<file path="src/rtl/seq_trig_pkg.sv">
package seq_trig_pkg;
    typedef enum logic [1:0] {
        OP_RD  = 2'd0,
        OP_WR  = 2'd1,
        OP_RMW = 2'd2
    } op_kind_e;

    typedef enum logic [1:0] {
        ERR_NONE    = 2'd0,
        ERR_INVALID = 2'd1,
        ERR_NACK    = 2'd2,
        ERR_TIMEOUT = 2'd3
    } err_code_e;

    // offsets from the window base; the peripheral decodes them
    localparam logic [7:0] OFS_CTL = 8'h42;
    localparam logic [7:0] OFS_REQ = 8'h50;
    localparam logic [7:0] OFS_RSP = 8'h51;
    localparam int         TRIG_BIT = 7;
    localparam logic [7:0] NACK_CODE = 8'hFF;
endpackage

</file>
<file path="src/rtl/stq_gap_timer.sv">
module stq_gap_timer #(
    parameter int GAP = 50000
) (
    input  logic clk,
    input  logic rst_n,
    input  logic load,
    output logic expire
);
    localparam int CW = $clog2(GAP + 1);

    logic [CW-1:0] cnt;

    always_ff @(posedge clk or negedge rst_n) begin
        if (!rst_n)          cnt <= '0;
        else if (load)       cnt <= CW'(GAP);
        else if (cnt != '0)  cnt <= cnt - 1'b1;
    end

    assign expire = (cnt == CW'(1));


    gap_quiet_chk: assert property (@(posedge clk) disable iff (!rst_n)
        load |=> !expire || (GAP == 1));
endmodule

</file>
<file path="src/rtl/stq_bus_port.sv">
module stq_bus_port
    import seq_trig_pkg::*;
#(
    parameter int AW = 16,
    parameter int DW = 8
) (
    input  logic          clk,
    input  logic          rst_n,
    input  logic          op_start,
    input  op_kind_e      op_kind,
    input  logic [AW-1:0] op_addr,
    input  logic [DW-1:0] op_mask,
    input  logic [DW-1:0] op_val,
    output logic          op_done,
    output logic          op_err,
    output logic [DW-1:0] op_rdata,
    output logic          bus_req,
    output logic          bus_we,
    output logic [AW-1:0] bus_addr,
    output logic [DW-1:0] bus_wdata,
    input  logic [DW-1:0] bus_rdata,
    input  logic          bus_ready,
    input  logic          bus_err
);
    typedef enum logic [1:0] {P_IDLE, P_READ, P_WRITE} pstate_e;

    pstate_e       ps, ps_nx;
    logic          rmw_q;
    logic [DW-1:0] mask_q, val_q;

    always_comb begin
        ps_nx = ps;
        unique case (ps)
            P_IDLE:  if (op_start) ps_nx = (op_kind == OP_WR) ? P_WRITE : P_READ;
            P_READ:  if (bus_ready) ps_nx = (rmw_q && !bus_err) ? P_WRITE : P_IDLE;
            P_WRITE: if (bus_ready) ps_nx = P_IDLE;
            default: ps_nx = P_IDLE;
        endcase
    end

    always_ff @(posedge clk or negedge rst_n) begin
        if (!rst_n) ps <= P_IDLE;
        else        ps <= ps_nx;
    end

    always_ff @(posedge clk or negedge rst_n) begin
        if (!rst_n) begin
            op_done   <= 1'b0;
            op_err    <= 1'b0;
            op_rdata  <= '0;
            bus_addr  <= '0;
            bus_wdata <= '0;
            rmw_q     <= 1'b0;
            mask_q    <= '0;
            val_q     <= '0;
        end else begin
            op_done <= 1'b0;
            unique case (ps)
                P_IDLE: if (op_start) begin
                    bus_addr  <= op_addr;
                    bus_wdata <= op_val;
                    rmw_q     <= (op_kind == OP_RMW);
                    mask_q    <= op_mask;
                    val_q     <= op_val;
                    op_err    <= 1'b0;
                end
                P_READ: if (bus_ready) begin
                    op_rdata <= bus_rdata;
                    if (rmw_q && !bus_err) begin
                        bus_wdata <= (bus_rdata & ~mask_q) | (val_q & mask_q);
                    end else begin
                        op_done <= 1'b1;
                        op_err  <= bus_err;
                    end
                end
                P_WRITE: if (bus_ready) begin
                    op_done <= 1'b1;
                    op_err  <= bus_err;
                end
                default: ;
            endcase
        end
    end

    assign bus_req = (ps != P_IDLE);
    assign bus_we  = (ps == P_WRITE);


    hold_req_chk: assert property (@(posedge clk) disable iff (!rst_n)
        bus_req && !bus_ready |=> bus_req && $stable(bus_addr) && $stable(bus_we) && $stable(bus_wdata));


    done_idle_chk: assert property (@(posedge clk) disable iff (!rst_n)
        op_done |-> !bus_req);
endmodule

</file>
<file path="src/rtl/seq_trig_engine.sv">
module seq_trig_engine
    import seq_trig_pkg::*;
#(
    parameter int          AW       = 16,
    parameter int          DW       = 8,
    parameter logic [AW-1:0] BASE   = 'h1000,
    parameter int          POLL_MAX = 2000,
    parameter int          POLL_GAP = 50000
) (
    input  logic          clk,
    input  logic          rst_n,
    input  logic          start,
    input  logic [DW-1:0] bitmap,
    output logic          busy,
    output logic          done,
    output logic [1:0]    err_code,
    output logic          bus_req,
    output logic          bus_we,
    output logic [AW-1:0] bus_addr,
    output logic [DW-1:0] bus_wdata,
    input  logic [DW-1:0] bus_rdata,
    input  logic          bus_ready,
    input  logic          bus_err
);
    localparam int SW  = (DW > 1) ? $clog2(DW) : 1;
    localparam int IW  = $clog2(DW + 1);
    localparam int PCW = $clog2(POLL_MAX + 1);
    localparam logic [AW-1:0] A_CTL = BASE + AW'(OFS_CTL);
    localparam logic [AW-1:0] A_REQ = BASE + AW'(OFS_REQ);
    localparam logic [AW-1:0] A_RSP = BASE + AW'(OFS_RSP);
    localparam logic [DW-1:0] TRIG_MASK = DW'(1) << TRIG_BIT;

    typedef enum logic [3:0] {
        S_IDLE, S_ENTRY_RD, S_ENTRY_CLR, S_SCAN, S_RSP_CLR, S_REQ_SET, S_TRIG,
        S_POLL_RD, S_POLL_WAIT, S_NACK_CLR, S_REQ_DROP, S_RSP_DROP, S_FINAL
    } state_e;

    state_e        state, state_nx;
    logic          pend;
    logic [DW-1:0] bmap_q;
    logic [IW-1:0] idx;
    logic [PCW-1:0] polls;
    err_code_e     err_q;
    logic          done_q;

    logic          op_start, op_done, op_err, is_bus, tmr_load, tmr_exp;
    op_kind_e      op_kind;
    logic [AW-1:0] op_addr;
    logic [DW-1:0] op_mask, op_val, op_rdata, cur_bit;
    logic [SW-1:0] idx_sel;
    logic          scan_end, poll_last;

    assign idx_sel   = idx[SW-1:0];
    assign cur_bit   = DW'(1) << idx_sel;
    assign scan_end  = (idx == IW'(DW));
    assign poll_last = (polls == PCW'(POLL_MAX - 1));
    assign is_bus    = !(state inside {S_IDLE, S_SCAN, S_POLL_WAIT});
    assign op_start  = is_bus && !pend;

    always_comb begin
        op_kind = OP_RMW;
        op_addr = A_RSP;
        op_mask = '0;
        op_val  = '0;
        unique case (state)
            S_ENTRY_RD, S_POLL_RD:   op_kind = OP_RD;
            S_ENTRY_CLR, S_NACK_CLR: op_kind = OP_WR;
            S_RSP_CLR, S_RSP_DROP:   op_mask = cur_bit;
            S_REQ_SET:  begin op_addr = A_REQ; op_mask = cur_bit;   op_val = cur_bit;   end
            S_TRIG:     begin op_addr = A_CTL; op_mask = TRIG_MASK; op_val = TRIG_MASK; end
            S_REQ_DROP: begin op_addr = A_REQ; op_mask = cur_bit;   end
            S_FINAL:    begin op_addr = A_REQ; op_mask = bmap_q;    end
            default: ;
        endcase
    end

    always_comb begin
        state_nx = state;
        tmr_load = 1'b0;
        unique case (state)
            S_IDLE:      if (start && bitmap != '0) state_nx = S_ENTRY_RD;
            S_ENTRY_RD:  if (op_done) state_nx = op_err ? S_FINAL :
                             (op_rdata == NACK_CODE) ? S_ENTRY_CLR : S_SCAN;
            S_ENTRY_CLR: if (op_done) state_nx = op_err ? S_FINAL : S_SCAN;
            S_SCAN:      if (scan_end) state_nx = S_FINAL;
                         else if (bmap_q[idx_sel]) state_nx = S_RSP_CLR;
            S_RSP_CLR:   if (op_done) state_nx = op_err ? S_FINAL : S_REQ_SET;
            S_REQ_SET:   if (op_done) state_nx = op_err ? S_FINAL : S_TRIG;
            S_TRIG:      if (op_done) state_nx = op_err ? S_FINAL : S_POLL_RD;
            S_POLL_RD:   if (op_done) begin
                             if (op_err)                       state_nx = S_FINAL;
                             else if (op_rdata == NACK_CODE)   state_nx = S_NACK_CLR;
                             else if (op_rdata[idx_sel])       state_nx = S_REQ_DROP;
                             else if (poll_last)               state_nx = S_FINAL;
                             else begin state_nx = S_POLL_WAIT; tmr_load = 1'b1; end
                         end
            S_POLL_WAIT: if (tmr_exp) state_nx = S_POLL_RD;
            S_NACK_CLR:  if (op_done) state_nx = S_FINAL;
            S_REQ_DROP:  if (op_done) state_nx = op_err ? S_FINAL : S_RSP_DROP;
            S_RSP_DROP:  if (op_done) state_nx = op_err ? S_FINAL : S_SCAN;
            S_FINAL:     if (op_done) state_nx = S_IDLE;
            default:     state_nx = S_IDLE;
        endcase
    end

    always_ff @(posedge clk or negedge rst_n) begin
        if (!rst_n) state <= S_IDLE;
        else        state <= state_nx;
    end

    always_ff @(posedge clk or negedge rst_n) begin
        if (!rst_n) begin
            pend   <= 1'b0;
            bmap_q <= '0;
            idx    <= '0;
            polls  <= '0;
            err_q  <= ERR_NONE;
            done_q <= 1'b0;
        end else begin
            done_q <= 1'b0;
            if (op_start) pend <= 1'b1;
            if (op_done)  pend <= 1'b0;
            unique case (state)
                S_IDLE: if (start) begin
                    bmap_q <= bitmap;
                    idx    <= '0;
                    polls  <= '0;
                    if (bitmap == '0) begin
                        err_q  <= ERR_INVALID;
                        done_q <= 1'b1;
                    end else begin
                        err_q  <= ERR_NONE;
                    end
                end
                S_SCAN: if (!scan_end && !bmap_q[idx_sel]) idx <= idx + 1'b1;
                S_TRIG: if (op_done) begin
                    polls <= '0;
                    if (op_err) err_q <= ERR_NACK;
                end
                S_POLL_RD: if (op_done) begin
                    if (op_err) err_q <= ERR_NACK;
                    else if (op_rdata != NACK_CODE && !op_rdata[idx_sel]) begin
                        if (poll_last) err_q <= ERR_TIMEOUT;
                        else           polls <= polls + 1'b1;
                    end
                end
                S_NACK_CLR: if (op_done) err_q <= ERR_NACK;
                S_RSP_DROP: if (op_done) begin
                    if (op_err) err_q <= ERR_NACK;
                    else        idx <= idx + 1'b1;
                end
                S_FINAL: if (op_done) begin
                    done_q <= 1'b1;
                    if (op_err && err_q == ERR_NONE) err_q <= ERR_NACK;
                end
                default: if (op_done && op_err) err_q <= ERR_NACK;
            endcase
        end
    end

    assign busy     = (state != S_IDLE);
    assign done     = done_q;
    assign err_code = err_q;

    stq_bus_port #(.AW(AW), .DW(DW)) u_port (
        .clk(clk), .rst_n(rst_n),
        .op_start(op_start), .op_kind(op_kind), .op_addr(op_addr),
        .op_mask(op_mask), .op_val(op_val),
        .op_done(op_done), .op_err(op_err), .op_rdata(op_rdata),
        .bus_req(bus_req), .bus_we(bus_we), .bus_addr(bus_addr), .bus_wdata(bus_wdata),
        .bus_rdata(bus_rdata), .bus_ready(bus_ready), .bus_err(bus_err)
    );

    stq_gap_timer #(.GAP(POLL_GAP)) u_gap (
        .clk(clk), .rst_n(rst_n), .load(tmr_load), .expire(tmr_exp)
    );


    zero_start_chk: assert property (@(posedge clk) disable iff (!rst_n)
        !busy && start && bitmap == '0 |=> done && err_code == ERR_INVALID && !busy);


    idle_quiet_chk: assert property (@(posedge clk) disable iff (!rst_n)
        !busy |-> !bus_req);


    poll_bound_chk: assert property (@(posedge clk) disable iff (!rst_n)
        polls < PCW'(POLL_MAX));


    done_pulse_chk: assert property (@(posedge clk) disable iff (!rst_n)
        done |=> !done);


    busy_hold_chk: assert property (@(posedge clk) disable iff (!rst_n)
        busy && start |=> $stable(bmap_q));
endmodule

</file>
<file path="config.mk">
export PLATFORM = sky130hd
export DESIGN_NAME = seq_trig_engine
export DESIGN_NICKNAME = d
export VERILOG_FILES = /design/src/rtl/seq_trig_pkg.sv /design/src/rtl/stq_gap_timer.sv /design/src/rtl/stq_bus_port.sv /design/src/rtl/seq_trig_engine.sv
export SDC_FILE = /design/constraint.sdc
export NUM_CORES = 1
export LEC_CHECK = 0
export BUFFER_PORTS_ARGS = -buffer_cell sky130_fd_sc_hd__clkbuf_2
export CAP_MARGIN = 30
export CORE_ASPECT_RATIO = 0.8
export CORE_MARGIN = 3
export CORE_UTILIZATION = 60
export DETAILED_ROUTE_END_ITERATION = 12
export GPL_ROUTABILITY_DRIVEN = 1
export PLACE_DENSITY = 0.8
export SLEW_MARGIN = 20
export SYNTH_ARGS = -nofsm -noshare
export SYNTH_HDL_FRONTEND = slang
export SYNTH_HIERARCHICAL = 1
export SYNTH_SLANG_ARGS = --single-unit
</file>
<file path="constraint.sdc">
create_clock -name clk -period 3.8 [get_ports clk]
set_clock_uncertainty 0.2 [all_clocks]
set_input_delay 0.57 -clock clk [delete_from_list [all_inputs] [get_ports clk]]
set_output_delay 0.57 -clock clk [all_outputs]
set_load 0.05 [all_outputs]
</file>
Word-level counts from Yosys, hierarchy flattened
Cells that the tools add are included.
{ "op_classes": {"n_bitwise": 5, "reduce_logical": 45, "n_mux": 91, "magnitude_cmp": 1, "addsub": 3, "shift": 1, "n_eq_ne": 50} }
{ "op_table": {"columns": ["cell", "n"], "rows": [
  ["two-way mux 4 bit", 22],
  ["two-way mux 11 bit", 6],
  ["one-hot mux 4 bit (12 select lines)", 1],
  ["one-hot mux 11 bit (3 select lines)", 1],
  ["two-way mux 16 bit", 2],
  ["two-way mux 2 bit", 16],
  ["!= test 2 x 1 -> 1 bit, second input constant", 16],
  ["one-hot mux 8 bit (2 select lines)", 2],
  ["equality test 4 bit, second input constant", 6],
  ["two-way mux 8 bit", 3],
  ["one-hot mux 8 bit (3 select lines)", 1],
  ["two-way mux 1 bit", 22],
  ["!= test 2 bit, second input constant", 10],
  ["AND 8 bit", 2],
  ["equality test 16 x 1 -> 1 bit, second input constant", 1],
  ["equality test 4 x 3 -> 1 bit, second input constant", 4],
  ["nonzero test 16 bit", 1],
  ["subtractor 16 x 1 -> 16 bit, second input constant", 1],
  ["two-way mux 3 bit", 5],
  ["one-hot mux 2 bit (6 select lines)", 1],
  ["one-hot mux 4 bit (3 select lines)", 1],
  ["AND reduction 12 bit", 1],
  ["nonzero test 3 bit", 4],
  ["adder 11 x 1 -> 11 bit, second input constant", 1],
  ["other kinds (38)", 66]
]} }
{ "word_totals": {"reg_bits": 100, "output_inout_bits": 30, "inputBits": 21} }

Logic depth before layout (Yosys ltp)
Gate-level depths: netlist of run 1.
{ "logic_depth": {"word_depth": 8, "depth_mapped": 9, "ltp_nobuf": 8} }

By module
Netlist of run 1, hierarchy kept.
{ "by_module_without_submodules": {"columns": ["module", "instances", "seq_area_each_um2", "cells_per_inst", "area_each_um2"], "rows": [
  ["stq_bus_port", 1, 1326.3, 167, 2309.7],
  ["seq_trig_engine", 1, 775.7, 261, 2298.5],
  ["stq_gap_timer", 1, 400.4, 93, 962.2]
]} }

Worst setup path after synthesis of run 1
OpenSTA, ideal clock, no wires.
{ "synth_timing": {"path_kind": "register -> register", "start": "register idx[1]", "end": "register u_gap.cnt[6]", "path_stages_with_launch": 9, "arrival_ns": 2.422, "setup_slack_ns": 1.099, "required_ns": 3.521, "path_buffers": 2, "cell_sequence": "dfrtp_1 > mux4_1 > mux2_4 > nor2_1 > and3_1 > clkbuf_1 > clkbuf_1 > nor2_1 > mux2i_1"} }
{ "synth_between": {"elab_chain_len": 8, "word_cells_on_any_way": 9, "classes_between": "mux: 8; reduce/logical: 1"} }
{ "synth_rtl": {"columns": ["item", "line", "rtl"], "rows": [
  ["from (decl)", "seq_trig_engine.sv:41", "logic [IW-1:0] idx;"],
  ["from (signal assigned)", "seq_trig_engine.sv:135", "S_SCAN: if (!scan_end && !bmap_q[idx_sel]) idx <= idx + 1'b1;"],
  ["from (signal assigned)", "seq_trig_engine.sv:150", "else idx <= idx + 1'b1;"],
  ["binary-select mux 1 bit (select 3 bit) (*)", "seq_trig_engine.sv:93", "else if (op_rdata[idx_sel]) state_nx = S_REQ_DROP;"],
  ["two-way mux 1 bit (implied by the code) (*)", "seq_trig_engine.sv:93", null],
  ["two-way mux 1 bit (*)", "seq_trig_engine.sv:93", null],
  ["two-way mux 1 bit (*)", "seq_trig_engine.sv:92", "else if (op_rdata == NACK_CODE) state_nx = S_NACK_CLR;"],
  ["two-way mux 1 bit (*)", "seq_trig_engine.sv:91", "if (op_err) state_nx = S_FINAL;"],
  ["two-way mux 1 bit (*)", "seq_trig_engine.sv:90", "S_POLL_RD: if (op_done) begin"],
  ["two-way mux 1 bit (*)", "seq_trig_engine.sv:80", "unique case (state)"],
  ["named net tmr_load", "seq_trig_engine.sv:46", "logic op_start, op_done, op_err, is_bus, tmr_load, tmr_exp;"],
  ["two-way mux 16 bit / nonzero test 2 bit (equally long branches)", null, null],
  ["to (signal assigned)", "stq_gap_timer.sv:15", "else if (load) cnt <= CW'(GAP);"],
  ["to (signal assigned)", "stq_gap_timer.sv:16", "else if (cnt != '0) cnt <= cnt - 1'b1;"],
  ["to (decl)", "stq_gap_timer.sv:11", "logic [CW-1:0] cnt;"]
]} }
Mark *: on every way through the listed nets, which the timed path passes. The rest lies on a longest branch. The select of a mux whose other input is x is not followed.
A chain may end at the register's enable or synchronous reset.

Final worst setup path of run 1
{ "layout_timing": {"start": "register idx[1]", "end": "register u_gap.cnt[3]"} }
The elaborated chain is that of the path after synthesis.

==> reports/metrics.yaml, run 1 <==
worst_setup_path:
  crit_start: "idx[1]$_DFFE_PN0P_"
  worstPathCellList: "mux4_1 > mux2_4 > nor2_1 > and3_1 > nand2b_1 > a21oi_1 > a31o_2"
  slowest_delay_ns: 0.70
  crit_path_end: "u_gap/cnt[3]$_DFFE_PN0P_"
  regToRegSetupSlack_ns: 0.69
  reg2regPathDepth: 7
  crit_type: "register to register"
  r2r_end: "u_gap/cnt[3]$_DFFE_PN0P_"
  startpoint_type: "register"
  endpoint_kind: "register"
  cpMaxStageDelayCell: "and3_1"
  cp_max_fo: 22
  cp.arrival_ns: 3.14
  worst_r2r_startpoint: "idx[1]$_DFFE_PN0P_"
  cp.required_ns: 3.83
place:
  gp_congestion: 0.899
  numPortBuffers: 50
  place_area_um2: 5940
  place_hpwl_um: 8290
finish:
  final_area_um2: 6230
  drive_gt1_share_pct: 26.0
  final_cell_mix: "100 x dfrtp_1, 54 x mux2_2, 53 x nor2_1"
  fill_cells: 627
  layout_commonest_cell: "dfrtp_1"
  diodes: 0
  postLayoutCoreUtil_pct: 71.2
  nets: 612
  syn_to_final_growth_pct: 11.8
timing:
  maxSlewViolCount: 0
  hold_viol: 0
  setup_viol_count_final: 0
  finalHoldWorstSlack_ns: 0.285
  rsz0062_at_grt: "false"
  max_freq_mhz: 321
  finalSetupTns_ns: 0
  fin_crit_sh_pct: 81.9
  slew_headroom_pct: 44.1
  tightestPinTransition_ns: 0.838
  min_period_ns: 3.11
grt:
  grt_max_degree: 79
  met1_usage_pct: 32.7
  grt_use_total_pct: 23.0
  antenna_found_initial: 0
  grt_pass1_wl_um: 19400
  top_usage_layer: "met2"
  first_global_vias: 3977
  grt_util_met3_pct: 5.54
  grtUsageMet2_pct: 35.3
  grt-ovfl-total: 0
synth:
  syn_area_um2: 5570
  synthCells: 521
  ys_ff_latch: 100
  syn_avg_cell_area_um2: 10.7
  async_flop_share_pct: 100
  synth_top_area_cell: "dfrtp_1"
  synthFlopType: "dfrtp_1"
  netlist.area_leader.share_pct: 44.9
  ys_top_cells_by_area: "dfrtp_1 45%, mux2_2 11%, nor2_1 3.6%, ha_1 3.1%, a21oi_1 2.4%"
  synthDistinctLibCells: 74
  yosysSeqAreaShare_pct: 44.9
  yosysWarnings: 6
  synth-edff-count: 0
power:
  p_per_area_nw_per_um2: 857
  finalPower_mw: 5.33
  irDropWorstVdd_mv: 0.608
  leakagePower_nw: 2.88
floorplanning:
  dieArea_um2: 10500
  io_pins: 51
  die_width_um: 114
  fp.coreArea_um2: 8750
  start_util_pct: 63.7
  rows: 30
  die-height_um: 92.2
clocking:
  cts_max_path_buffers: 2
  post-cts-setup-buffers: 0
  worstSkewPairLatency_ns: 0.34
  hold_buffers: 0
  cts_tree: "yes"
  cts_max_level: 3
  clockRootBuffer: "clkbuf_16"
  cts_resized: 0
  cts_inserted_buffers: 9
  cts.sink_count: 100
  clkTransAtPathRegs_ns: 0.06
route:
  routed_via_density: 6.08
  vias: 4204
  postRouteAntennaNets: 0
  dr.pass1.iters: 7
  dr.first_iter.drc_count: 261
  routedWlPerCell_um: 16.7
  drcViolationCount: 0
  drt-total-wl_um: 11500
worst_hold_path:
  worstHoldPathType: "input port to register"
run:
  maxCapViolations: 0
outcome:
  status: "finished clean"
-- worst min-delay path by stage --
stage                                         start                               to  slack [ns]  depth (start not counted)
global route                              bitmap[4]            bmap_q[4]$_DFFE_PN0P_        0.27                          2
CTS                                           rst_n  u_port/bus_addr[14]$_DFFE_PN0P_        0.22                          1
floorplan                                     rst_n            bmap_q[0]$_DFFE_PN0P_        0.07                          0
global placement    u_port/bus_addr[13]$_DFFE_PN0P_  u_port/bus_addr[13]$_DFFE_PN0P_        0.29                          1
detailed placement   u_port/bus_addr[0]$_DFFE_PN0P_   u_port/bus_addr[0]$_DFFE_PN0P_        0.29                          1
finish                                 bus_rdata[5]   u_port/op_rdata[5]$_DFFE_PN0P_        0.29                          2
-- registers in the layout (all words and copies together) (netlist names) --
signal	flops
u_gap/cnt	16
u_port/bus_addr	16
polls	11
bmap_q	8
u_port/bus_wdata	8
u_port/mask_q	8
u_port/op_rdata	8
u_port/val_q	8
idx	4
state	4
err_code	2
u_port/ps	2
done	1
pend	1
u_port/op_done	1
u_port/op_err	1
u_port/rmw_q	1
-- power breakdown --
part / leakage [nW] / switching, mW / total, mW / internal [mW]
Clock: 0.125 / 0.360 / 0.813 / 0.454
Combinational: 1.49 / 1.53 / 2.59 / 1.06
Sequential: 1.26 / 0.473 / 1.93 / 1.46
-- through the flow --
step | cells | worst slack, ns
2_1_floorplan | 532 | 1.10
3_3_place_gp | 676 | 0.832
3_5_place_dp | 676 | 0.686
4_1_cts | 690 | 0.669
5_1_grt | 692 | 0.542
6_report | 692 | 0.687
-- synthesized netlist by cell type (6+ instances only) --
cell      instances
buf_2             6
nand2_1          29
mux2i_1          13
nor3_1            6
nor4_1            6
and3_1           14
nor2b_1           8
nand2b_1          9
xor2_1            9
dfrtp_1         100
a22o_1            6
nand4_1          10
nand3b_1          8
nor2_1           53
nand3_1           8
o21ai_0          16
mux2_2           54
clkbuf_1         10
ha_1             14
inv_1            17
or3_1             6
mux2_4            8
a21oi_1          27
-- critical path: cells and delay by family (launching register included) --
kind / cells / cell delay [ns]
muxes: 2 / 0.90
AOI/OAI and AO/OA: 2 / 0.28
and+or+nand+nor: 3 / 1.11
DFF: 1 / 0.50
-- area by class of cell --
| type | instances | area (µm²) | area share [%] |
|---|---|---|---|
| tap | 112 | 140 | 2.25 |
| clock buffer | 12 | 246 | 3.96 |
| clock inverter | 2 | 12.5 | 0.201 |
| timing repair buffer | 57 | 320 | 5.14 |
| sequential | 100 | 2500 | 40.2 |
| multi-input combinational | 392 | 2940 | 47.2 |
| inverter | 17 | 63.8 | 1.02 |
-- routing by layer --
metal  wire (µm)  share of wire, %  up-vias
li1            -                 -     2002
met2        5330                46      141
met4         153               1.3        0
met3         656               5.7       19
met5           0                 0        -
met1        5400                47     2042
-- logic make-up (layout without fill, tap and decap cells) --
family / after synthesis / count (layout) / synth area share [%]
compound gates: 92 / 92 / 11.4
flops: 100 / 100 / 44.9
buf+inv: 40 / 88 / 3.03
fa+ha+maj: 14 / 14 / 3.14
xor+xnor: 10 / 10 / 1.57
other cells: 2 / 13 / 0.135
simple gates: 184 / 184 / 18.8
mux: 79 / 79 / 17.0
No activity file was read; power rests on OpenSTA's default activity.
==> run 2: changes to the inputs <==
clock period = 3.1 ns   (was 3.8 ns; I/O delays follow)
==> reports/metrics.yaml, run 2 (synthesized netlist as in run 1, its figures left out) <==
outcome:
  status: "finished clean"
grt:
  grt_max_degree: 55
  grt_use_total_pct: 25.2
  grt-ovfl-total: 0
  grt_pass1_wl_um: 21200
  antenna_found_initial: 0
  first_global_vias: 4271
worst_setup_path:
  cp.arrival_ns: 2.86
  reg2regPathDepth: 7
  startpoint_type: "register"
  worst_r2r_startpoint: "idx[1]$_DFFE_PN0P_"
  r2r_end: "u_gap/cnt[3]$_DFFE_PN0P_"
  cp.required_ns: 3.14
  regToRegSetupSlack_ns: 0.28
  crit_type: "register to register"
  cp_max_fo: 12
  endpoint_kind: "register"
route:
  routed_via_density: 6.23
  drcViolationCount: 0
  vias: 4391
  postRouteAntennaNets: 0
  drt-total-wl_um: 12600
  routedWlPerCell_um: 17.8
  dr.first_iter.drc_count: 330
  dr.pass1.iters: 7
place:
  numPortBuffers: 50
  pre_cts_ws_ns: 0.308
  gp_congestion: 0.925
  place_area_um2: 6040
  place_hpwl_um: 8940
timing:
  setup_viol_count_final: 0
  hold_viol: 0
  slew_headroom_pct: 51.5
  setup_slack_ns: 0.277
  max_freq_mhz: 354
  tightestPinTransition_ns: 0.720
  min_period_ns: 2.82
  finalSetupTns_ns: 0
  rsz0062_at_grt: "false"
  maxSlewViolCount: 0
  fin_crit_sh_pct: 91.1
floorplanning:
  fp.coreArea_um2: 8750
  dieArea_um2: 10500
  io_pins: 51
  rows: 30
  start_util_pct: 63.7
  die-height_um: 92.2
  die_width_um: 114
worst_hold_path:
  holdCritStartpoint: "bitmap[7]"
  worstHoldPathType: "input port to register"
  hold_path_depth: 2
  worstHoldEndpoint: "bmap_q[7]$_DFFE_PN0P_"
finish:
  nets: 623
  final_area_um2: 6320
  diodes: 0
  final_cell_mix: "100 x dfrtp_1, 54 x mux2_2, 53 x nor2_1"
  syn_to_final_growth_pct: 13.5
  largestRegisters: "u_gap/cnt: 16 flops, u_port/bus_addr: 16 flops, polls: 11 flops"
  drive_gt1_share_pct: 27.7
  layout_commonest_cell: "dfrtp_1"
clocking:
  cts_tree: "yes"
  cts_max_level: 3
  clockRootBuffer: "clkbuf_16"
  cts_resized: 0
  cts_inserted_buffers: 9
  clkTransAtPathRegs_ns: 0.07
  cts.sink_count: 100
  worstSkewPairLatency_ns: 0.34
  cts_max_path_buffers: 2
  post-cts-setup-buffers: 0
power:
  p_per_area_nw_per_um2: 1060
  irDropWorstVdd_mv: 0.670
  leakagePower_nw: 2.94
run:
  maxCapViolations: 0
==> run 2: critical path: stages (launching register included) <==
cell      delay (ns)
dfrtp_1         0.48
mux4_1          0.59
mux2_4          0.33
nor2_1          0.24
and3_1          0.45
nand2b_1        0.16
a21oi_1         0.04
a31o_2          0.23
==> run 2: through the flow <==
stage	total power [mW]	utilization [%]	hold WS, ns	std cells
after floorplan	4.81	-	-0.0306	532
after global placement	5.52	69.1	0.286	688
after detailed placement	5.66	69.1	0.293	688
after CTS	6.72	72.3	0.163	705
after global routing	7.16	72.3	0.176	705
final	6.73	72.3	0.167	705
==> run 2: power breakdown <==
part | total (mW) | leakage, nW | switching (mW) | internal [mW]
Combinational | 3.37 | 1.55 | 2.00 | 1.37
Sequential | 2.32 | 1.26 | 0.534 | 1.79
Clock | 1.04 | 0.129 | 0.473 | 0.564
==> run 2: worst max-delay path by stage <==
stage	startpoint	endpoint	slack, ns
floorplan	idx[1]$_DFFE_PN0P_	u_gap/cnt[6]$_DFFE_PN0P_	0.40
global placement	idx[1]$_DFFE_PN0P_	u_gap/cnt[3]$_DFFE_PN0P_	0.40
detailed placement	idx[1]$_DFFE_PN0P_	u_gap/cnt[3]$_DFFE_PN0P_	0.31
CTS	idx[1]$_DFFE_PN0P_	u_gap/cnt[3]$_DFFE_PN0P_	0.29
global route	idx[1]$_DFFE_PN0P_	u_gap/cnt[3]$_DFFE_PN0P_	0.14
finish	idx[1]$_DFFE_PN0P_	u_gap/cnt[3]$_DFFE_PN0P_	0.28
==> run 2: layout make-up <==
class | instances | area [µm²]
clock buffers | 12 | 246
clock inverters | 4 | 25.0
fillers | 632 | 2420
inverters | 17 | 63.8
multi-input cells | 392 | 2940
flip-flops and latches | 100 | 2500
well taps | 112 | 140
repair buffers | 68 | 403
==> run 2: what timing repair did <==
action | in CTS | in global routing
setup endpoints to repair | 0 | 0
hold endpoints to repair | 46 | 0
hold buffers | 1 | 0
==> run 2: metal layers <==
layer | part of all wire, % | wire length (µm) | track usage (%) | vias to the layer above
met4 | 1.3 | 158 | 5.11 | 0
met2 | 46 | 5770 | 39.0 | 167
li1 | - | - | - | 2021
met5 | 0 | 0 | 0 | -
met1 | 46 | 5800 | 36.3 | 2188
met3 | 6.5 | 822 | 5.87 | 15
==> run 3: changes to the inputs <==
CELL_PAD_IN_SITES_DETAIL_PLACEMENT = 0   (was unset)
CELL_PAD_IN_SITES_GLOBAL_PLACEMENT = 1   (was unset)
CORE_UTILIZATION = 48   (was 60)
PLACE_DENSITY = unset   (was 0.8)
PLACE_DENSITY_LB_ADDON = 0.1   (was unset)
==> reports/metrics.yaml, run 3 (synthesized netlist as in run 1, its figures left out) <==
power:
  p_per_area_nw_per_um2: 1070
  finalPower_mw: 6.84
  irDropWorstVdd_mv: 0.481
  leakagePower_nw: 2.97
finish:
  diodes: 0
  largestRegisters: "u_gap/cnt: 16 flops, u_port/bus_addr: 16 flops, polls: 11 flops"
  nets: 624
  final_cell_mix: "100 x dfrtp_1, 54 x mux2_2, 53 x nor2_1"
  layout_commonest_cell: "dfrtp_1"
  final_cells: 738
  postLayoutCoreUtil_pct: 57.8
  syn_to_final_growth_pct: 15.2
  drive_gt1_share_pct: 27.9
  final_area_um2: 6420
worst_setup_path:
  slowest_delay_ns: 0.60
  critPathTopFamily: "multiplexers"
  regToRegSetupSlack_ns: 0.33
  cpMaxStageDelayCell: "mux4_1"
  startpoint_type: "register"
  reg2regPathDepth: 7
  endpoint_kind: "register"
  crit_type: "register to register"
  cp.required_ns: 3.13
  worst_r2r_startpoint: "idx[1]$_DFFE_PN0P_"
  r2r_end: "u_gap/cnt[3]$_DFFE_PN0P_"
  worstPathCellList: "mux4_1 > mux2_4 > nor2_1 > and3_2 > nand2b_1 > a21oi_1 > a31o_2"
  cp.arrival_ns: 2.81
  cp_num_buf_inv: 0
  cp_max_fo: 16
clocking:
  cts.sink_count: 100
  cts_tree: "yes"
  post-cts-setup-buffers: 0
  clockRootBuffer: "clkbuf_16"
  cts_max_level: 3
  worstSkewPairLatency_ns: 0.34
  cts_inserted_buffers: 9
  clkTransAtPathRegs_ns: 0.07
  cts_max_path_buffers: 2
timing:
  maxSlewViolCount: 0
  setup_viol_count_final: 0
  min_period_ns: 2.77
  rsz0062_at_grt: "false"
  hold_viol: 0
  tightestPinTransition_ns: 0.700
  fin_crit_sh_pct: 89.5
  max_freq_mhz: 361
  slew_headroom_pct: 52.9
  finalSetupTns_ns: 0
floorplanning:
  die-height_um: 102
  io_pins: 51
  fp.coreArea_um2: 11100
  dieArea_um2: 12900
  die_width_um: 126
  rows: 34
  start_util_pct: 50.2
route:
  postRouteAntennaNets: 0
  dr.pass1.iters: 5
  vias: 4166
  routedWlPerCell_um: 16.8
  dr.first_iter.drc_count: 256
  routed_via_density: 5.64
  drt-total-wl_um: 12400
  drcViolationCount: 0
worst_hold_path:
  hold_path_depth: 2
  worstHoldEndpoint: "bmap_q[3]$_DFFE_PN0P_"
  worstHoldPathType: "input port to register"
  holdCritStartpoint: "bitmap[3]"
run:
  maxCapViolations: 0
grt:
  grt-ovfl-total: 0
  first_global_vias: 4059
  grt_max_degree: 78
  grt_use_total_pct: 20.0
  antenna_found_initial: 0
  grt_pass1_wl_um: 20900
place:
  place_area_um2: 6090
  place_inst: 721
  numPortBuffers: 50
  gp_congestion: 0.840
  place_hpwl_um: 9010
outcome:
  status: "finished clean"
==> run 3: area by class of cell <==
class                           count  area (µm²)
Clock buffer                       12         246
Clock inverter                      4        72.6
Fill cell                         974        4690
Inverter                           17        63.8
Multi-Input combinational cell    392        2940
Sequential cell                   100        2500
Tap cell                          144         180
Timing Repair Buffer               69         410
==> run 3: worst max path at each step <==
stage,start,to,slack [ns],depth (start not counted)
floorplan,idx[1]$_DFFE_PN0P_,u_gap/cnt[6]$_DFFE_PN0P_,0.40,8
CTS,idx[1]$_DFFE_PN0P_,u_gap/cnt[3]$_DFFE_PN0P_,0.15,7
detailed placement,idx[1]$_DFFE_PN0P_,u_gap/cnt[3]$_DFFE_PN0P_,0.16,7
finish,idx[1]$_DFFE_PN0P_,u_gap/cnt[3]$_DFFE_PN0P_,0.33,7
global route,idx[1]$_DFFE_PN0P_,u_gap/cnt[3]$_DFFE_PN0P_,0.16,7
global placement,idx[1]$_DFFE_PN0P_,u_gap/cnt[3]$_DFFE_PN0P_,0.25,7
==> run 3: what timing repair did <==
item                                    CTS  global route
hold buffers                              1             0
resized for setup                         0             1
endpoints found under the setup margin    0             1
endpoints found under the hold margin    23             0
==> run 3: through the flow <==
step / setup WS (ns) / hold WS, ns
6_report: 0.327 / 0.174
5_1_grt: 0.160 / 0.161
4_1_cts: 0.154 / 0.165
3_5_place_dp: 0.155 / 0.192
3_3_place_gp: 0.255 / 0.182
2_1_floorplan: 0.399 / -0.0306
==> run 3: power breakdown <==
part / internal [mW] / switching [mW]
clock: 0.729 / 0.471
sequential: 1.79 / 0.536
combinational: 1.37 / 1.95
total: 3.89 / 2.96
==> run 3: routing by layer <==
| metal | share of wire, % | GRT usage (%) | up-vias |
|---|---|---|---|
| met2 | 44 | 29.6 | 83 |
| li1 | - | - | 2021 |
| met4 | 0.78 | 4.86 | 0 |
| met5 | 0 | 0 | - |
| met3 | 3.5 | 3.66 | 8 |
| met1 | 52 | 30.6 | 2054 |
